### src/rtl/irq_pkg.sv
package irq_pkg;

  typedef enum logic [1:0] {
    SEL_FLAG_CLR = 2'd0,
    SEL_ENABLE   = 2'd1,
    SEL_BASE     = 2'd2,
    SEL_NONE     = 2'd3
  } wsel_e;

  localparam logic [31:0] SPUR_OFS = 32'h0000_01DC;

  // vector of a winning source: base minus four per index step
  function automatic logic [31:0] vec_calc(input logic [31:0] base,
                                           input logic [31:0] idx);
    return base - (idx << 2);
  endfunction

  // vector answered when no qualifying source remains
  function automatic logic [31:0] spur_calc(input logic [31:0] base);
    return base + SPUR_OFS;
  endfunction

endpackage

### src/rtl/irq_flag_bank.sv
module irq_flag_bank #(
  parameter int N = 8
) (
  input  logic         clk,
  input  logic         rst,
  input  logic [N-1:0] set_i,
  input  logic [N-1:0] clr_i,
  output logic [N-1:0] flags_o
);
  logic [N-1:0] flags_q;

  generate
    for (genvar i = 0; i < N; i++) begin : g_bit
      always_ff @(posedge clk) begin
        if (rst)
          flags_q[i] <= 1'b0;
        else if (set_i[i])
          flags_q[i] <= 1'b1;       // event wins over a same-cycle clear
        else if (clr_i[i])
          flags_q[i] <= 1'b0;
      end
    end
  endgenerate

  assign flags_o = flags_q;
endmodule

### src/rtl/irq_cfg_regs.sv
module irq_cfg_regs
  import irq_pkg::*;
#(
  parameter int          S        = 9,
  parameter int          AW       = 16,
  parameter logic [AW-1:0] BASE_RST = '0
) (
  input  logic          clk,
  input  logic          rst,
  input  logic          wr_en,
  input  wsel_e         wr_sel,
  input  logic [AW-1:0] wr_data,
  output logic [S-1:0]  en_o,
  output logic [AW-1:0] base_o
);
  logic [S-1:0]  en_q;
  logic [AW-1:0] base_q;

  always_ff @(posedge clk) begin
    if (rst) begin
      en_q   <= '0;
      base_q <= BASE_RST;
    end else if (wr_en) begin
      case (wr_sel)
        SEL_ENABLE: en_q   <= wr_data[S-1:0];
        SEL_BASE:   base_q <= wr_data;
        default:    ;
      endcase
    end
  end

  assign en_o   = en_q;
  assign base_o = base_q;
endmodule

### src/rtl/irq_prio_pick.sv
module irq_prio_pick #(
  parameter int S  = 9,
  localparam int IW = (S > 1) ? $clog2(S) : 1
) (
  input  logic [S-1:0]  req_i,
  output logic          valid_o,
  output logic [IW-1:0] idx_o
);
  // chain of "something below already won" terms, lowest index first
  logic [S:0]   taken;
  logic [S-1:0] grant;

  assign taken[0] = 1'b0;
  generate
    for (genvar i = 0; i < S; i++) begin : g_chain
      assign grant[i]   = req_i[i] & ~taken[i];
      assign taken[i+1] = taken[i] | req_i[i];
    end
  endgenerate

  always_comb begin
    idx_o = '0;
    for (int i = 0; i < S; i++)
      if (grant[i]) idx_o = IW'(i);
  end

  assign valid_o = taken[S];
endmodule

### src/rtl/irq_vec_reg.sv
module irq_vec_reg #(
  parameter int AW = 16
) (
  input  logic          clk,
  input  logic          rst,
  input  logic          fetch_i,
  input  logic [AW-1:0] addr_d_i,
  output logic [AW-1:0] addr_o,
  output logic          ack_o
);
  always_ff @(posedge clk) begin
    if (rst) begin
      addr_o <= '0;
      ack_o  <= 1'b0;
    end else begin
      ack_o <= fetch_i;
      if (fetch_i) addr_o <= addr_d_i;
    end
  end
endmodule

### src/rtl/irq_prio_dec.sv
module irq_prio_dec
  import irq_pkg::*;
#(
  parameter int            NUM_SRC  = 8,
  parameter int            ADDR_W   = 16,
  parameter logic [ADDR_W-1:0] BASE_RST = 16'hFE00
) (
  input  logic               clk,
  input  logic               rst,
  input  logic [NUM_SRC-1:0] src_evt,
  input  logic               ext_lvl,
  input  logic               gmask,
  input  logic               wr_en,
  input  logic [1:0]         wr_sel,
  input  logic [ADDR_W-1:0]  wr_data,
  input  logic               vec_fetch,
  output logic               irq,
  output logic [ADDR_W-1:0]  vec_addr,
  output logic               vec_ack,
  output logic [NUM_SRC-1:0] flags_o
);
  localparam int S  = NUM_SRC + 1;
  localparam int IW = (S > 1) ? $clog2(S) : 1;

  wsel_e              sel;
  logic [NUM_SRC-1:0] clr_hit;
  logic [S-1:0]       en;
  logic [ADDR_W-1:0]  base;
  logic [S-1:0]       live_req;
  logic               pick_valid;
  logic [IW-1:0]      pick_idx;
  logic [ADDR_W-1:0]  src_addr;
  logic [ADDR_W-1:0]  spur_addr;
  logic [ADDR_W-1:0]  next_addr;

  assign sel     = wsel_e'(wr_sel);
  assign clr_hit = (wr_en && sel == SEL_FLAG_CLR) ? wr_data[NUM_SRC-1:0] : '0;

  irq_flag_bank #(.N(NUM_SRC)) u_flags (
    .clk     (clk),
    .rst     (rst),
    .set_i   (src_evt),
    .clr_i   (clr_hit),
    .flags_o (flags_o)
  );

  irq_cfg_regs #(.S(S), .AW(ADDR_W), .BASE_RST(BASE_RST)) u_cfg (
    .clk     (clk),
    .rst     (rst),
    .wr_en   (wr_en),
    .wr_sel  (sel),
    .wr_data (wr_data),
    .en_o    (en),
    .base_o  (base)
  );

  // index 0: live external line; index k+1: flag k
  assign live_req = {flags_o, ext_lvl} & en;
  assign irq      = (|live_req) & ~gmask;

  irq_prio_pick #(.S(S)) u_pick (
    .req_i   (live_req),
    .valid_o (pick_valid),
    .idx_o   (pick_idx)
  );

  assign src_addr  = ADDR_W'(vec_calc(32'(base), 32'(pick_idx)));
  assign spur_addr = ADDR_W'(spur_calc(32'(base)));
  assign next_addr = pick_valid ? src_addr : spur_addr;

  irq_vec_reg #(.AW(ADDR_W)) u_vec (
    .clk      (clk),
    .rst      (rst),
    .fetch_i  (vec_fetch),
    .addr_d_i (next_addr),
    .addr_o   (vec_addr),
    .ack_o    (vec_ack)
  );
endmodule

### config.mk
export PLATFORM = sky130hd
export DESIGN_NAME = irq_prio_dec
export DESIGN_NICKNAME = d
export VERILOG_FILES = /design/src/rtl/irq_pkg.sv /design/src/rtl/irq_flag_bank.sv /design/src/rtl/irq_cfg_regs.sv /design/src/rtl/irq_prio_pick.sv /design/src/rtl/irq_vec_reg.sv /design/src/rtl/irq_prio_dec.sv
export SDC_FILE = /design/constraint.sdc
export NUM_CORES = 1
export LEC_CHECK = 0
export BUFFER_PORTS_ARGS = -buffer_cell sky130_fd_sc_hd__buf_4
export CAP_MARGIN = 20
export CORE_AREA = 2 2 68 70
export DETAILED_ROUTE_END_ITERATION = 6
export DIE_AREA = 0 0 70 72
export GPL_TIMING_DRIVEN = 1
export HOLD_SLACK_MARGIN = 0.15
export PLACE_DENSITY = 0.8
export SYNTH_ARGS = -nofsm -noshare
export SYNTH_HDL_FRONTEND = slang
export SYNTH_SLANG_ARGS = --single-unit
export TNS_END_PERCENT = 20
### constraint.sdc
create_clock -name clk -period 4.8 [get_ports clk]
set_input_delay 0.72 -clock clk [delete_from_list [all_inputs] [get_ports clk]]
set_output_delay 0.72 -clock clk [all_outputs]
set_load 0.1 [all_outputs]
Word level (Yosys, flattened, before mapping)
Index checks and enable logic that the tools add are counted.
{ "word_totals": {"ff_bits": 50, "inputBits": 32, "output_inout_bits": 26, "word_cells": 82} }
{ "classes": {"addsub": 2, "n_eq_ne": 2, "muxes": 26, "bitwise": 27, "reduce_logical": 13} }
{ "op_table": {"columns": ["operator", "n"], "rows": [
  ["$mux 4", 7],
  ["$mux 1", 17],
  ["$add 16x9->16 const B", 1],
  ["$mux 16", 1],
  ["$reduce_bool 2->1", 8],
  ["$sub 16x6->16", 1],
  ["$and 1x1->1", 9],
  ["$and 9x9->9", 1],
  ["$not 1->1", 9],
  ["$reduce_or 9->1", 1],
  ["$mux 8", 1],
  ["$or 1x1->1", 8],
  ["$reduce_and 2->1", 2],
  ["$eq 2x1->1 const B", 1],
  ["$eq 2x2->1 const B", 1],
  ["$logic_not 2->1", 1],
  ["$logic_and 1x1->1", 1]
]} }

Logic depth before layout (Yosys ltp)
{ "logic_depth": {"depth_word": 13, "mapped_depth": 14} }

By module
From an unflattened synthesis, not the netlist that was laid out.
{ "unflattened": {"cells_unflattened": 307, "hier_area_um2": 2910.3} }
{ "modules_own_cells": {"columns": ["mod", "instances", "cells_each", "area_each_um2", "seq_area_each_um2"], "rows": [
  ["irq_cfg_regs", 1, 102, 1041.0, 500.5],
  ["irq_prio_dec", 1, 103, 772.0, 0.0],
  ["irq_vec_reg", 1, 54, 608.1, 340.3],
  ["irq_flag_bank", 1, 33, 381.6, 160.2],
  ["irq_prio_pick", 1, 15, 107.6, 0.0]
]} }

Worst setup path after synthesis
Ideal clock, no wire load.
{ "synth_path": {"path_type": "reg-to-output", "startpoint": "register u_flags.flags_q[4] (netlist: u_flags.flags_o[4])", "endpoint": "output irq", "arrival_time_ns": 3.229, "t_required_ns": 4.080, "slack_ns": 0.851, "path_stages_with_launch": 6, "n_path_buf": 1, "path_cell_list": "dfxtp_1 > a22oi_1 > nand4_1 > or2_0 > clkbuf_1 > nor2b_1"} }
{ "synth_between": {"elab_chain_len": 3} }
{ "synth_rtl": {"columns": ["item", "line_no", "source"], "rows": [
  ["start, declared", "irq_flag_bank.sv:10", "logic [N-1:0] flags_q;"],
  ["start signal, assigned by index", "irq_flag_bank.sv:16", "flags_q[i] <= 1'b0;"],
  ["start signal, assigned by index", "irq_flag_bank.sv:18", "flags_q[i] <= 1'b1;"],
  ["start signal, assigned by index", "irq_flag_bank.sv:20", "flags_q[i] <= 1'b0;"],
  ["$and 9x9->9", "irq_prio_dec.sv:58", "assign live_req = {flags_o, ext_lvl} & en;"],
  ["$reduce_or 9->1", "irq_prio_dec.sv:59", "assign irq = (|live_req) & ~gmask;"],
  ["$and 1x1->1", "irq_prio_dec.sv:59", null],
  ["end, declared", "irq_prio_dec.sv:17", "output logic irq,"]
]} }
No other way between the ends.

Worst setup path in the final report
{ "layout_path": {"startpoint": "input ext_lvl", "endpoint": "register u_vec.addr_o[14]"} }
{ "layout_between": {"elab_chain_len": 13} }
{ "layout_rtl": {"columns": ["item", "line_no", "source"], "rows": [
  ["start, declared", "irq_prio_dec.sv:11", "input logic ext_lvl,"],
  ["$and 9x9->9 *", "irq_prio_dec.sv:58", null],
  ["$not 1->1 or $or 1x1->1 (tied branches)", "irq_prio_pick.sv:16, irq_prio_pick.sv:17", null],
  ["$and 1x1->1, or another cell as far along", "irq_prio_pick.sv:16", "assign grant[i] = req_i[i] & ~taken[i];"],
  ["$mux 1, or another cell as far along", "irq_prio_pick.sv:24", "if (grant[i]) idx_o = IW'(i);"],
  ["$mux 4, or another cell as far along (5 in series)", "irq_prio_pick.sv:24", null],
  ["$mux 4 or $and 1x1->1 (tied branches)", "irq_prio_pick.sv:24, irq_prio_pick.sv:16", null],
  ["$mux 4", "irq_prio_pick.sv:24", null],
  ["$sub 16x6->16", "irq_pkg.sv:15", "return base - (idx << 2);"],
  ["$mux 16 *", "irq_prio_dec.sv:69", "assign next_addr = pick_valid ? src_addr : spur_addr;"],
  ["end signal, assigned", "irq_vec_reg.sv:17", "if (fetch_i) addr_o <= addr_d_i;"],
  ["end, declared", "irq_vec_reg.sv:8", "output logic [AW-1:0] addr_o,"]
]} }
Every way passes the cells marked *; elsewhere a longest branch is shown, timed or not.
A chain may end at the register's enable or synchronous reset.

==> flow_summary.ini <==
[synthesis]
syn-num-nets = 319
yosys_warnings = 0
async_flop_share_pct = 0
ys_types = 36
yosys.area.top_type_share_pct = 43.24
synth_cells = 276
synth_edf_count = 0
syn_area_sq_mm = 0.002315
synth_area_leaders = dfxtp_1 43%, nand2_1 8.8%, mux2i_1 5.6%
yosysMostFrequentCell = nand2_1
ys_seq_area_share_pct = 43.24
avgSynthCellArea_sq_um = 8.387
synth_seq_cells = 50
synth_top_flop_cell = dfxtp_1
synthTopCellsByCount = 54 x nand2_1, 50 x dfxtp_1, 34 x nor2_1
synth_largest_area_cell = dfxtp_1

[floorplanning]
fp.dieW_microns = 70
die_h_microns = 72
rows = 24
core_area_sq_mm = 0.004264
io_pins = 58
die_area_sq_mm = 0.005040
start_util_pct = 54.28

[cells_and_area]
multi_input_area_sq_mm = 0.001246
syn2layout_area_growth_pct = 24.11
fill_cells = 378
register_area_sq_mm = 0.001001
drive_gt1_share_pct = 20.67
layout.nets = 371
diodes = 0
final_util_pct = 67.37

[route]
via_per_inst = 5.467
detail-route-antenna-nets = 0
vias = 2083
drc = 0
wl_per_cell_microns = 13.27
drt_iter0_markers = 75
drtPass1Iterations = 5
routed_wl_mm = 5.057

[cts]
h-tree-depth = 2
cts-resized-gates = 0
postCtsSetupBuffers = 0
cts_num_sinks = 50
tritoncts = yes
path_clk_slew_ns = 0.09
ctsRootBufferMaster = clkbuf_8
worst_skew_pair.late_latency_ns = 0.30
cts_buffers = 5
clockBufferDepth = 2
postCtsHoldBufs = 0

[global_routing]
first_global_vias = 1901
grt_pass1_wl_mm = 8.631
grt_max_degree = 51
grt_util_all_layers_pct = 21.20
overflow = 0
grt_antenna_before_repair = 0

[placement]
routabilityCongestion = 0.7883
hpwl_mm = 3.718
portBuffers = 57

[critical_path]
worst_ep_arrival_time_ns = 3.22
worstPathRequired_ns = 4.98
end_kind = flop
critical_path_class = in -> reg
critPathMaxFanout = 11
worstSetupStartpointType = primary input

[sta]
rsz0062_at_grt = no
setup_tns_ns = 0
setup_viol = 0
worst_pin_slew_ns = 0.9817
hold_viol_final = 0
slew_headroom_pct = 34.41
fmax_ghz = 0.3282
drv_slew = 0
clock_skew_ns = 0.005733
period_share_pct = 63.47
period_minus_slack_ns = 3.047

[job]
cap_violations = 0

[pwr]
p_per_area_mw_per_mm2 = 393.5
power_w = 0.001130
ir_worst_vdd_uv = 226.4
leakage_nw = 1.320

[min_path]
hp-class = reg -> reg

[status]
outcome = complete, no violations
## cells in the final DEF, fill, tap and decap left out, types with 2 or more instances in the layout
cell type / instances
mux2i_1: 13
nor2b_1: 4
nor3b_1: 2
a31oi_1: 2
clkbuf_8: 8
nand2b_1: 3
a22oi_1: 4
o22ai_1: 4
nor3_1: 4
xor2_1: 2
a21oi_1: 25
nand3_1: 2
dfxtp_1: 50
nand3b_1: 9
inv_1: 6
buf_4: 57
a311oi_1: 2
a211oi_1: 8
o21ai_0: 4
ha_1: 10
and3b_1: 2
nand2_1: 54
xnor2_1: 7
nor2_1: 34
nand4_1: 2
## through the flow
step           cells  cell area (sq um)  hold WS, ns  setup WS, ns
2_1_floorplan    276               2315       0.4360        0.8508
3_3_place_gp     373               2763       0.4430         1.641
3_5_place_dp     373               2763       0.4484         1.534
4_1_cts          381               2873       0.4611         1.793
5_1_grt          381               2873       0.4854         1.518
6_report         381               2873       0.4646         1.754
## cells by family (layout without fill, tap and decap cells)
logic type                 count (synthesis)  count (layout)  synth area share [%]
and+or+nand+nor                          121             121                 24.16
AOI/OAI and AO/OA                         54              54                 14.38
DFF                                       50              50                 43.24
buffers and inverters                     18              71                 2.919
muxes                                     13              13                 5.621
adders and majority gates                 11              11                 6.270
xor gates and xnor gates                   9               9                 3.406
## power breakdown
| part | switching [W] | total (W) | internal (W) |
|---|---|---|---|
| logic | 0.000271 | 0.000387 | 0.000116 |
| clock network | 0.000133 | 0.000279 | 0.000146 |
| registers | 0.0000199 | 0.000465 | 0.000445 |
## path summary, 6_finish.rpt
check | end | slack (ns) | from | cells past startpoint
min reg2reg | u_cfg.base_o[1] | 0.46 | u_cfg.base_o[1] | 2
max | u_vec.addr_o[14] | 1.75 | ext_lvl | 11
max reg2reg | u_vec.addr_o[14] | 1.84 | u_flags.flags_o[4] | 10
min | u_cfg.base_o[1] | 0.46 | u_cfg.base_o[1] | 2
## cell type report
cell class              count  share of cell area (%)
clock buffers               8                   3.833
inverters                   6                  0.7840
multi-input cells         208                   43.38
flip-flops and latches     50                   34.84
well taps                  52                   2.265
repair buffers             57                   14.90
## routing by layer
metal / vias to the layer above / wire length, microns / track usage, %
li1: 1054 / - / -
met1: 944 / 2278 / 28.13
met2: 77 / 2361 / 33.65
met3: 8 / 354 / 5.556
met4: 0 / 63 / 7.692
met5: - / 0 / 0
## worst max-delay path, stage by stage
cell and delay, ns:
buf_4 0.11, a22oi_1 0.22, nand4_1 0.19, or2_0 0.45
ha_1 0.44, a21oi_1 0.14, and3b_1 0.19, a211oi_1 0.35
a31oi_1 0.17, xor2_1 0.15, o22ai_1 0.09
## sequential cells by signal, indices dropped and copies added (netlist names)
signal,cells
u_cfg.base_o,16
u_vec.addr_o,16
u_cfg.en_o,9
u_flags.flags_o,8
u_vec.ack_o,1
Power figures use the tool's default switching activity.
